[src/rtl/tmr_pkg.sv]
// Package: shared types, register word indices and the prescale decode
// for the reloading down-counter timer channel.
// Assumes: 4-byte word registers, and control bits 7:0 are the stored fields.
package tmr_pkg;

    localparam int PSC_W  = 3;   // width of the prescale select code
    localparam int PRE_W  = 10;  // enough bits for the largest period (1024)
    localparam int FLAG_BIT = 8; // underflow flag position in the control word

    // word index = byte offset / 4
    localparam logic [1:0] WORD_RELOAD = 2'd0;
    localparam logic [1:0] WORD_COUNT  = 2'd1;
    localparam logic [1:0] WORD_CTRL   = 2'd2;
    localparam logic [1:0] WORD_CAPT   = 2'd3;

    // stored control fields, bits 7:0 of the control word
    typedef struct packed {
        logic [1:0]       capt_mode; // bits 7:6, kept but inert
        logic             uf_ie;     // bit 5, underflow interrupt enable
        logic [1:0]       edge_sel;  // bits 4:3, kept but inert
        logic [PSC_W-1:0] psc;       // bits 2:0, prescale select
    } tmr_ctrl_t;

    // last prescaler phase (period - 1) for a select code; reserved codes act as /4
    function automatic logic [PRE_W-1:0] psc_last(input logic [PSC_W-1:0] code);
        logic [PRE_W-1:0] r;
        case (code)
            3'd0:    r = PRE_W'(3);
            3'd1:    r = PRE_W'(15);
            3'd2:    r = PRE_W'(63);
            3'd3:    r = PRE_W'(255);
            3'd4:    r = PRE_W'(1023);
            default: r = PRE_W'(3);
        endcase
        return r;
    endfunction

endpackage

[src/rtl/tmr_prescaler.sv]
// Module: tmr_prescaler
// Divides the clock into single-cycle ticks, one every (last+1) clocks
// while run is high. A restart clears the phase and suppresses any tick
// in that cycle. Assumes last >= 3, so ticks are never adjacent.
module tmr_prescaler #(
    parameter int PRE_W = tmr_pkg::PRE_W
) (
    input  logic             clk,
    input  logic             rst_n,
    input  logic             run,
    input  logic             restart,
    input  logic [PRE_W-1:0] last,
    output logic             tick
);

    logic [PRE_W-1:0] phase;
    logic             at_end;

    // end of period reached (>= guards against a shorter ratio)
    assign at_end = (phase >= last);
    assign tick   = run && !restart && at_end;

    // advance, wrap or clear the phase counter
    always_ff @(posedge clk) begin
        if (!rst_n) begin
            phase <= '0;
        end else if (restart) begin
            phase <= '0;
        end else if (run) begin
            phase <= at_end ? '0 : phase + 1'b1;
        end
    end

    p_restart_clears_r9: assert property (@(posedge clk) disable iff (!rst_n)
        restart |=> (phase == '0 && !tick));

    p_tick_spacing_r3: assert property (@(posedge clk) disable iff (!rst_n)
        tick |=> !tick);

    p_phase_hold_r4: assert property (@(posedge clk) disable iff (!rst_n)
        (!run && !restart) |=> $stable(phase));

endmodule

[src/rtl/tmr_downcount.sv]
// Module: tmr_downcount
// Holds the live count. A software load wins over a tick. A tick on zero
// reloads the count and reports an underflow pulse in the same cycle.
// Assumes the tick input is already gated by the channel enable.
module tmr_downcount #(
    parameter int W = 32
) (
    input  logic         clk,
    input  logic         rst_n,
    input  logic         tick,
    input  logic         ld_we,
    input  logic [W-1:0] ld_data,
    input  logic [W-1:0] reload,
    output logic [W-1:0] count,
    output logic         uf
);

    // underflow: a tick meets zero and no software load competes
    assign uf = tick && !ld_we && (count == '0);

    // count register: load, reload on underflow, or decrement
    always_ff @(posedge clk) begin
        if (!rst_n) begin
            count <= '1;
        end else if (ld_we) begin
            count <= ld_data;
        end else if (tick) begin
            count <= (count == '0) ? reload : count - 1'b1;
        end
    end

    p_reload_on_zero_r5: assert property (@(posedge clk) disable iff (!rst_n)
        uf |=> (count == $past(reload)));

    p_write_wins_r10: assert property (@(posedge clk) disable iff (!rst_n)
        ld_we |=> (count == $past(ld_data)));

    p_count_hold_r4: assert property (@(posedge clk) disable iff (!rst_n)
        (!tick && !ld_we) |=> $stable(count));

endmodule

[src/rtl/tmr_regs.sv]
// Module: tmr_regs
// Register file: decodes the word offset, keeps the reload value, the
// control fields and the underflow flag, and forms the read data.
// Assumes byte offsets, with bits 1:0 ignored, and W >= 16.
module tmr_regs
    import tmr_pkg::*;
#(
    parameter int           W          = 32,
    parameter logic [W-1:0] CAPT_VALUE = '0
) (
    input  logic         clk,
    input  logic         rst_n,
    input  logic         bus_we,
    input  logic [3:0]   bus_addr,
    input  logic [W-1:0] bus_wdata,
    input  logic         uf,
    input  logic [W-1:0] count,
    output logic [W-1:0] reload,
    output tmr_ctrl_t    ctrl,
    output logic         flag,
    output logic         cnt_we,
    output logic         ctrl_we,
    output logic [W-1:0] rdata,
    output logic         irq
);

    logic [1:0] word;
    logic       reload_we;
    logic       unused_addr;

    assign word        = bus_addr[3:2];
    assign unused_addr = ^bus_addr[1:0];
    assign reload_we   = bus_we && (word == WORD_RELOAD);
    assign cnt_we      = bus_we && (word == WORD_COUNT);
    assign ctrl_we     = bus_we && (word == WORD_CTRL);

    // reload value register
    always_ff @(posedge clk) begin
        if (!rst_n)         reload <= '1;
        else if (reload_we) reload <= bus_wdata;
    end

    // stored control fields; capture flag and reserved bits are dropped
    always_ff @(posedge clk) begin
        if (!rst_n)       ctrl <= '0;
        else if (ctrl_we) ctrl <= tmr_ctrl_t'(bus_wdata[7:0]);
    end

    // underflow flag: cleared by a zero written to its bit, set by underflow
    always_ff @(posedge clk) begin
        if (!rst_n)                                flag <= 1'b0;
        else if (ctrl_we && !bus_wdata[FLAG_BIT])  flag <= 1'b0;
        else if (uf)                               flag <= 1'b1;
    end

    // read multiplexer
    always_comb begin
        rdata = '0;
        case (word)
            WORD_RELOAD: rdata = reload;
            WORD_COUNT:  rdata = count;
            WORD_CTRL:   rdata[FLAG_BIT:0] = {flag, ctrl};
            default:     rdata = CAPT_VALUE;
        endcase
    end

    // interrupt request
    assign irq = flag && ctrl.uf_ie;

    p_write_never_sets_r6: assert property (@(posedge clk) disable iff (!rst_n)
        ctrl_we |=> (flag == ($past(flag) && $past(bus_wdata[FLAG_BIT]))));

    p_ctrl_readback_r8: assert property (@(posedge clk) disable iff (!rst_n)
        ctrl_we |=> (ctrl == $past(bus_wdata[7:0])));

endmodule

[src/rtl/tmr_channel.sv]
// Module: tmr_channel (top)
// One reloading down-counter timer channel: register file, prescaler and
// count register. The channel enable gates the prescaler, and a control
// write restarts it. Assumes a single-cycle write strobe and combinational
// reads.
module tmr_channel
    import tmr_pkg::*;
#(
    parameter int           W          = 32,
    parameter logic [W-1:0] CAPT_VALUE = '0
) (
    input  logic         clk,
    input  logic         rst_n,
    input  logic         chan_en,
    input  logic         bus_we,
    input  logic [3:0]   bus_addr,
    input  logic [W-1:0] bus_wdata,
    output logic [W-1:0] bus_rdata,
    output logic         irq
);

    tmr_ctrl_t  ctrl;
    logic [W-1:0] reload;
    logic [W-1:0] count;
    logic         flag;
    logic         cnt_we;
    logic         ctrl_we;
    logic         tick;
    logic         uf;

    tmr_regs #(.W(W), .CAPT_VALUE(CAPT_VALUE)) u_regs (
        .clk       (clk),
        .rst_n     (rst_n),
        .bus_we    (bus_we),
        .bus_addr  (bus_addr),
        .bus_wdata (bus_wdata),
        .uf        (uf),
        .count     (count),
        .reload    (reload),
        .ctrl      (ctrl),
        .flag      (flag),
        .cnt_we    (cnt_we),
        .ctrl_we   (ctrl_we),
        .rdata     (bus_rdata),
        .irq       (irq)
    );

    tmr_prescaler #(.PRE_W(PRE_W)) u_pre (
        .clk     (clk),
        .rst_n   (rst_n),
        .run     (chan_en),
        .restart (ctrl_we),
        .last    (psc_last(ctrl.psc)),
        .tick    (tick)
    );

    tmr_downcount #(.W(W)) u_cnt (
        .clk     (clk),
        .rst_n   (rst_n),
        .tick    (tick),
        .ld_we   (cnt_we),
        .ld_data (bus_wdata),
        .reload  (reload),
        .count   (count),
        .uf      (uf)
    );

    p_flag_needs_en_r5: assert property (@(posedge clk) disable iff (!rst_n)
        $rose(flag) |-> $past(chan_en));

    p_no_tick_idle_r4: assert property (@(posedge clk) disable iff (!rst_n)
        !chan_en |-> !tick);

endmodule

[config.mk]
export PLATFORM = sky130hd
export DESIGN_NAME = tmr_channel
export DESIGN_NICKNAME = d
export VERILOG_FILES = /design/src/rtl/tmr_pkg.sv /design/src/rtl/tmr_prescaler.sv /design/src/rtl/tmr_downcount.sv /design/src/rtl/tmr_regs.sv /design/src/rtl/tmr_channel.sv
export SDC_FILE = /design/constraint.sdc
export NUM_CORES = 1
export LEC_CHECK = 0
export BUFFER_PORTS_ARGS = -buffer_cell sky130_fd_sc_hd__buf_2
export CORE_AREA = 2 2 94 96
export CTS_CLUSTER_DIAMETER = 120
export DETAILED_ROUTE_END_ITERATION = 16
export DIE_AREA = 0 0 96 98
export PLACE_DENSITY = 0.91
export SLEW_MARGIN = 20
export SYNTH_ARGS = -nofsm -noshare
export SYNTH_HDL_FRONTEND = slang
export SYNTH_SLANG_ARGS = --single-unit
[constraint.sdc]
create_clock -name clk -period 5.3 [get_ports clk]
set_clock_uncertainty 0.05 [all_clocks]
set_input_delay 1.06 -clock clk [delete_from_list [all_inputs] [get_ports clk]]
set_output_delay 1.06 -clock clk [all_outputs]
set_load 0.02 [all_outputs]
# Word-level counts from Yosys, hierarchy flattened
# Cells that the tools add are included.
# W data, S select, Z words.
# op_classes
add_sub_neg,2
multipliers,0
div,0
magnitude_cmp,1
eq_ne,6
shifts,0
n_mux,7
bitwise_logic,1
reduce_logical,17
# op_table
op,n
$mux W32,3
$pmux W23 S2,1
$pmux W10 S4,1
$logic_not A32 Y1,1
$sub A32 B1 Y32 const B,1
$pmux W9 S3,1
$add A10 B1 Y10 const B,1
$ge A10 B10 Y1,1
$mux W10,1
$logic_and A1 B1 Y1,9
$eq A3 B2 Y1 const B,2
$reduce_or A2 Y1,2
$eq A3 B1 Y1 const B,1
$eq A3 B3 Y1 const B,1
$logic_not A1 Y1,3
$eq A2 B1 Y1 const B,1
$eq A2 B2 Y1 const B,1
$logic_not A2 Y1,1
$reduce_bool A2 Y1,1
$not A1 Y1,1
# totals
regBits,83
latchBits,0
mem_bits_rw,0
romBits,0
input_bits,40
out_inout_bits,33
wordCells,42
mem_count,0

# Longest topological paths before layout
# Gate-level depths: netlist (run 1).
# logic_depth
depth_word,7
depth_mapped,9
ltp_nobuf,8

# Modules after synthesis
# From an unflattened synthesis (run 1), not the netlist that was laid out.
# hier_totals
cells_unflattened,684
hier_area_um2,5589.1
# modules_own_cells
module,n_inst,cells_each,area_per_inst_um2,seq_area_each_um2
tmr_regs,1,260,2388.5,820.8
tmr_downcount,1,320,2379.8,640.6
tmr_prescaler,1,97,764.5,200.2
tmr_channel,1,7,56.3,0.0

# Least setup slack after synthesis (run 1)
# OpenSTA, ideal clock, no wires.
# synth_timing
path_type,in2out
startpoint,in bus_addr[3]
endpoint,out bus_rdata[0]
arrival_ns,2.372
required_time_ns,4.190
slack_ns,1.818
path_stages,4
path_buffers,2
path_cell_list,clkbuf_1 > buf_1 > mux2i_1 > o21ai_0
# synth_via
elab_chain_len,2
elab_cells_between_ends,4
cone_classes,eq/ne (2); mux (1); reduce/logical (1)
# synth_rtl
item,line_no,rtl
"start, declared",tmr_channel.sv:16,"input logic [3:0] bus_addr,"
"$eq A2 B2 Y1, or another cell as far along",tmr_regs.sv:59,case (word)
$pmux W9 S3 *,tmr_regs.sv:59,
"end, declared",tmr_channel.sv:18,"output logic [W-1:0] bus_rdata,"
# Every way passes the cells marked *; elsewhere a longest branch is shown, timed or not.

# Worst setup path in the final report (run 1)
# layout_timing
startpoint,in bus_addr[2]
endpoint,out bus_rdata[6]
# The elaborated chain is that of the path after synthesis.

==> metrics.txt, run 1 <==
share of cells above drive strength 1=0.166; Mapped Nets=742; Reg-to-Reg Start=u_regs.ctrl[2]; pre-CTS WS=1.42 ns; cts bufs inserted=9; setup ws final=1.38 ns; setup slack, reg-to-reg=2.22 ns; number of enable flip-flop cells after synthesis=0; root buffer cell=clkbuf_8; Post-DRT Antenna Nets=0; # diodes=0; power share of the sequential group=0.525; count of cell types in the netlist=57; Crit. End Element=output port; Hold WC Path Type=reg -> reg; initial DRC count=between 500 and 600; # hold bufs at CTS=0; synthesized area=around 0.0052 mm2; Core Area=0.00847 mm2; Syn-to-layout area delta=8.88%; DR vias/cell=between 6 and 7; post-layout minimum cycle time=~3.9 ns; CP peak stage delay=0.72 ns; status=finished, final reports clean; post-synth top area cell=dfxtp_1; Worst-Margin Slew=about 1.2 ns; antenna violations before repair=0; largest net degree at the start of global routing=57; Starting Density=0.614; Nets=about 770; routed wire length=14.3 mm; vias in the first global route=5157; HPWL Detailed=9.71 mm; crit path max fanout=38; Worst slew margin=0.232; Crit Reg-Reg Endpoint=u_cnt.count[23]; unrepaired setup endpoints after global routing=false; cell mode on critical path=buf_2; Int Power=just over 900 uW; Crit path arrival time=2.81 ns; Worst IR Drop VDD=~0.00019 V; synth top area cells=dfxtp_1 32%, nand2_1 10%, mux2i_1 7.1%, nand3_1 5.0%, nor2_1 4.4%; Top Ports=73; Psw=409 uW; Max clock buf depth=2; CP Class=in -> out; Hold Path Origin=u_regs.ctrl[5]; hold path depth=2; Tcrit/Tclk final=0.740; Final TNS setup=0 ns; R2R depth=9; asr flop ratio synth=0; Ys Warns=0; PostCTS Resize Cnt=0; Cell Rows=34; CP max stage cell=buf_2; Slew Limit Fails=0; Die Ht=98 um; most frequent cell after synthesis=nand2_1; Fmax=approximately 250 MHz; leakage power=2.36 nW; top cells by instance count after synthesis=138 x nand2_1, 83 x dfxtp_1, 61 x nor2_1; port buffer count=70; # DRC=0; global-route wire length before repair=23.7 mm; synthesized area per cell=7.53 um2; H-tree levels=3; post-synthesis cell count=691; Routed WL per cell=between 15 and 20 um; area share of the largest cell type after synthesis=0.319; maxcap violations=0; Clk Latency, worst-skew pair=0.37 ns; main flop type after synthesis=dfxtp_1; Comb power frac=0.164; Final setup viols=0; Fill cells=685; DR vias=5444; clock power share=0.311; switch share=0.307; PwrDens=235 mW/mm2; flops & latches, synth=83; register area share after synthesis=0.319; crit path launch type=input port; DR pass1 iterations=6; die width=between 90 and 100 um; Final Hold Vio Count=0; post-CTS setup buffers=0; Required @ worst endpoint=roughly 4.2 ns; Cell Chain, Critical Path=buf_2 > nor2b_1 > nand2_1 > o21ai_0 > buf_2; gpl congestion=0.879; Final Core Density=0.669; Hold EP=u_regs.ctrl[5]; total die area=approximately 0.0094 mm2; CTS Sinks=83; CTS tree=done; GRT Util Overall=0.308; CTS clock-pin slew for the worst setup and hold paths=~0.080 ns; GR Overflow Total=0
[worst max-delay path, delay by kind of cell]
| kind | cells | cell delay, ns |
|---|---|---|
| AND/OR/NAND/NOR | 2 | 0.74 |
| buffers and inverters | 2 | 0.92 |
| AO/OA/AOI/OAI | 1 | 0.09 |
[cells by family (layout without fill, tap and decap cells)]
kind of cell    Yosys count  count (layout)  share of synthesized area
simple gates            349             349                      0.334
compound gates          125             125                      0.163
flops                    83              83                      0.319
buf+inv                  67             101                     0.0544
mux                      37              37                     0.0712
xor+xnor                 19              19                     0.0320
fa+ha+maj                11              11                     0.0265
[layout make-up]
type | instances | area [um2] | area share
Clock buffer | 12 | 145 | 0.0256
Sequential cell | 83 | 1660 | 0.293
Timing Repair Buffer | 77 | 403 | 0.0711
Multi-Input combinational cell | 541 | 3260 | 0.576
Tap cell | 108 | 135 | 0.0239
Inverter | 8 | 30.0 | 0.00530
Clock inverter | 4 | 26.3 | 0.00464
[routing by layer]
layer	vias up	track usage	wire length (um)
li1	2537	-	-
met1	2544	0.398	5970
met2	303	0.504	6840
met3	60	0.0432	1090
met4	0	0.142	403
met5	-	0	0
[flip-flops by register name, summed over array words and instances (netlist names)]
| register | flops |
|---|---|
| u_cnt.count | 32 |
| u_pre.phase | 10 |
| u_regs.ctrl | 8 |
| u_regs.flag | 1 |
| u_regs.reload | 32 |
[placed cells by master (no fill, tap or decap), drive strengths merged, types with 3 or more instances in the layout]
master  synthesis  final
a211oi          3      3
a21oi          25     25
a221o          11     11
a31oi          20     20
and3            6      6
buf            13     77
clkbuf         46     12
clkinv          1      4
dfxtp          83     83
ha             11     11
inv             7      7
mux2i          37     37
nand2         138    138
nand3          52     52
nand3b          3      3
nand4          11     11
nor2           62     62
nor3           11     11
nor3b           3      3
nor4           24     24
o211ai          5      5
o21ai          22     22
o22ai           3      3
o311ai          8      8
o31ai          16     16
or2             7      7
or3             9      9
or4            11     11
xnor2           8      8
xor2           11     11
[per-stage QoR]
| step | cell area, um2 | hold slack, ns | std cells | total power [mW] |
|---|---|---|---|---|
| final | 5660 | 0.422 | 833 | 1.33 |
| after global routing | 5660 | 0.447 | 833 | 1.38 |
| after CTS | 5660 | 0.420 | 833 | 1.33 |
| after detailed placement | 5490 | 0.409 | 817 | 0.926 |
| after global placement | 5490 | 0.392 | 817 | 0.914 |
| after floorplan | 5200 | 0.386 | 691 | 0.854 |
[power by group through the flow]
stage               combinational (mW)  clock [mW]  sequential (mW)
finish                           0.218       0.414            0.699
global route                     0.240       0.433            0.704
global placement                 0.206           0            0.708
floorplan                        0.163           0            0.691
CTS                              0.216       0.413            0.697
detailed placement               0.215           0            0.711
[how the worst max path moves through the flow]
stage | endpoint | slack (ns) | from
floorplan | bus_rdata[0] | 1.82 | bus_addr[3]
finish | bus_rdata[6] | 1.38 | bus_addr[2]
global route | bus_rdata[6] | 1.21 | bus_addr[2]
detailed placement | bus_rdata[6] | 1.42 | bus_addr[2]
global placement | bus_rdata[2] | 1.46 | bus_addr[2]
CTS | bus_rdata[6] | 1.42 | bus_addr[2]
(Power assumes the default switching activity.)
==> inputs of run 2 (changes only) <==
--- a/config.mk
+++ b/config.mk
@@ -6,11 +6,11 @@
 export NUM_CORES = 1
 export LEC_CHECK = 0
 export BUFFER_PORTS_ARGS = -buffer_cell sky130_fd_sc_hd__buf_2
-export CORE_AREA = 2 2 94 96
+export CORE_AREA = 2 2 98 100
 export CTS_CLUSTER_DIAMETER = 120
 export DETAILED_ROUTE_END_ITERATION = 16
-export DIE_AREA = 0 0 96 98
-export PLACE_DENSITY = 0.91
+export DIE_AREA = 0 0 100 102
+export PLACE_DENSITY = 0.85
 export SLEW_MARGIN = 20
 export SYNTH_ARGS = -nofsm -noshare
 export SYNTH_HDL_FRONTEND = slang
==> constraint.sdc (replaced) <==
create_clock -name clk -period 4.05 [get_ports clk]
set_clock_uncertainty 0.05 [all_clocks]
set_input_delay 0.81 -clock clk [delete_from_list [all_inputs] [get_ports clk]]
set_output_delay 0.81 -clock clk [all_outputs]
set_load 0.02 [all_outputs]
==> run 2 against run 1 <==
- global-route usage is 1.4 points lower
- sequential share of layout area is 0.56 points lower
- non-clock buffer count is 2 higher
- combinational power is 33% higher
- setup slack worse by 0.60 ns
- worst hold slack worse by 0.011 ns
==> metrics.txt, run 2 (synthesized netlist as in run 1, its figures left out) <==
status=finished, final reports clean (unchanged); pre-CTS WS=0.810 ns (was 1.42 ns); post-layout minimum cycle time=between 3 and 4 ns; Slew Limit Fails=0 (unchanged); largest net degree at the start of global routing=57 (unchanged); met3 usage=0.0581 (was 0.0432); Cell Chain, Critical Path=nor2_1 > xor2_1 > ha_1 > a211oi_1 > a21oi_1 > o21ai_0 > a21o_1 > o311ai_0 (was buf_2 > nor2b_1 > nand2_1 > o21ai_0 > buf_2); port buffer count=70 (unchanged); CTS clock-pin slew for the worst setup and hold paths=0.10 ns (was 0.08 ns); # DRC=0 (unchanged); DR vias=5411 (was 5444); GRT Util Overall=0.294 (was 0.308); post-CTS setup buffers=0 (unchanged); Clk Latency, worst-skew pair=0.37 ns (about the same); commonest non-fill, non-tap cell in the layout=nand2_1 (unchanged); DR pass1 iterations=5 (was 6); initial DRC count=566 (was 570); biggest registers after layout=u_cnt.count (32), u_regs.reload (32), u_pre.phase (10) (unchanged); cts bufs inserted=9 (unchanged); WP buf/inv=0 (was 2); share of cells above drive strength 1=0.172 (was 0.166); gpl congestion=0.869 (was 0.879); Max clock buf depth=2 (unchanged); GR Overflow Total=0 (unchanged); Cell Rows=35 (was 34); Worst slew margin=0.248 (was 0.232); GRT busiest layer=met2 (unchanged); cell family with the largest share of critical-path delay=compound AO/OA/AOI/OAI gates (was buffers and inverters); die width=100 um (was 96 um); Fmax=305 MHz; crit path launch type=flip-flop (was input port); Nets=773 (was 771); root buffer cell=clkbuf_8 (unchanged); Crit path arrival time=3.43 ns (was 2.81 ns); Post-DRT Antenna Nets=0 (unchanged); maxcap violations=0 (unchanged); setup ws final=0.777 ns (was 1.38 ns); DR vias/cell=6.46 (was 6.54); Final TNS setup=0 ns (unchanged); Starting Density=0.571 (was 0.614); placed cells=822 (was 817); Post-Layout Cell Count=838 (was 833); CP max stage cell=a21o_1 (was buf_2); PwrDens=343 mW/mm2 (was 235 mW/mm2); Crit. End Element=flip-flop (was output port); CP Class=reg -> reg (was in -> out); Core Area=0.00911 mm2 (was 0.00847 mm2); Final Hold Vio Count=0 (unchanged); unrepaired setup endpoints after global routing=false (unchanged); worst hold margin=0.411 ns (was 0.422 ns); Required @ worst endpoint=4.21 ns (was 4.19 ns); commonest non-fill, non-tap cells in the layout=138 x nand2_1, 83 x dfxtp_1, 70 x buf_2 (unchanged); area of the multi-input gates=0.00327 mm2 (was 0.00326 mm2); global-route wire length before repair=24.4 mm (was 23.7 mm); Reg area=0.00166 mm2 (unchanged); crit path max fanout=21 (was 38); GR Util met1=0.380 (was 0.398); Fill cells=806 (was 685); vias in the first global route=5026 (was 5157); CP peak stage delay=0.70 ns (was 0.72 ns); Worst IR Drop VDD=0.000194 V (was 0.000189 V); total die area=0.0102 mm2 (was 0.00941 mm2); Routed WL per cell=17.8 um (was 17.2 um); met2 Use GR=0.490 (was 0.504); antenna violations before repair=0 (unchanged); Tcrit/Tclk final=0.808; Worst-Margin Slew=1.13 ns (was 1.15 ns); H-tree levels=3 (unchanged); # hold bufs at CTS=0 (unchanged); Top Ports=73 (unchanged); CTS Sinks=83 (unchanged); CTS tree=done (unchanged); PostCTS Resize Cnt=0 (unchanged); routed wire length=15.0 mm (was 14.3 mm); Hold WC Path Type=reg -> reg (unchanged); # diodes=0 (unchanged); HPWL Detailed=9.63 mm (was 9.71 mm); leakage power=2.41 nW (was 2.36 nW); Final setup viols=0 (unchanged); Syn-to-layout area delta=11.0% (was 8.88%); Die Ht=102 um (was 98 um)
## run 2: cell types whose count changed in the layout (fill, tap and decap cells not counted), moves of 2 or more
cell	delta
buf_4	+2
bufinv_16	+3
clkbuf_1	-2
clkinv_2	-2
## run 2: power breakdown
part,switching [mW],internal [mW],total [mW]
registers,0.0571,0.856,0.913
logic,0.176,0.113,0.289
clock network,0.331,0.447,0.778
total,0.564,1.42,1.98
## run 2: worst reg2reg max path: cells and delay by family (launching register included)
kind	cells	cell delay [ns]
compound gates	5	1.88
flops	1	0.36
simple gates	1	0.28
fa+ha+maj	1	0.28
xor+xnor	1	0.26
## run 2: path summary, 6_finish.rpt
path / start / to / slack [ns] / depth (start not counted)
hold / removal: u_regs.ctrl[3] / u_regs.ctrl[3] / 0.41 / 2
setup reg to reg: u_regs.ctrl[1] / u_cnt.count[8] / 0.78 / 8
hold reg to reg: u_regs.ctrl[3] / u_regs.ctrl[3] / 0.41 / 2
setup / recovery: u_regs.ctrl[1] / u_cnt.count[8] / 0.78 / 8
## run 2: layer usage
layer,up-vias,part of all wire
met5,-,0
met4,0,0.022
met3,36,0.093
met2,296,0.47
met1,2525,0.41
li1,2554,-
## run 2: area by class of cell
type | count | area share
Clock buffer | 11 | 0.0262
Clock inverter | 5 | 0.0186
Inverter | 8 | 0.00520
Multi-Input combinational cell | 541 | 0.566
Sequential cell | 83 | 0.288
Tap cell | 111 | 0.0241
Timing Repair Buffer | 79 | 0.0724
## run 2: per-stage QoR
step           instance area [um2]  utilization  power (mW)
6_report                      5770        0.634        1.98
3_5_place_dp                  5510        0.605        1.21
4_1_cts                       5770        0.633        1.97
5_1_grt                       5770        0.634        2.05
3_3_place_gp                  5510        0.605        1.20
2_1_floorplan                 5200            -        1.12
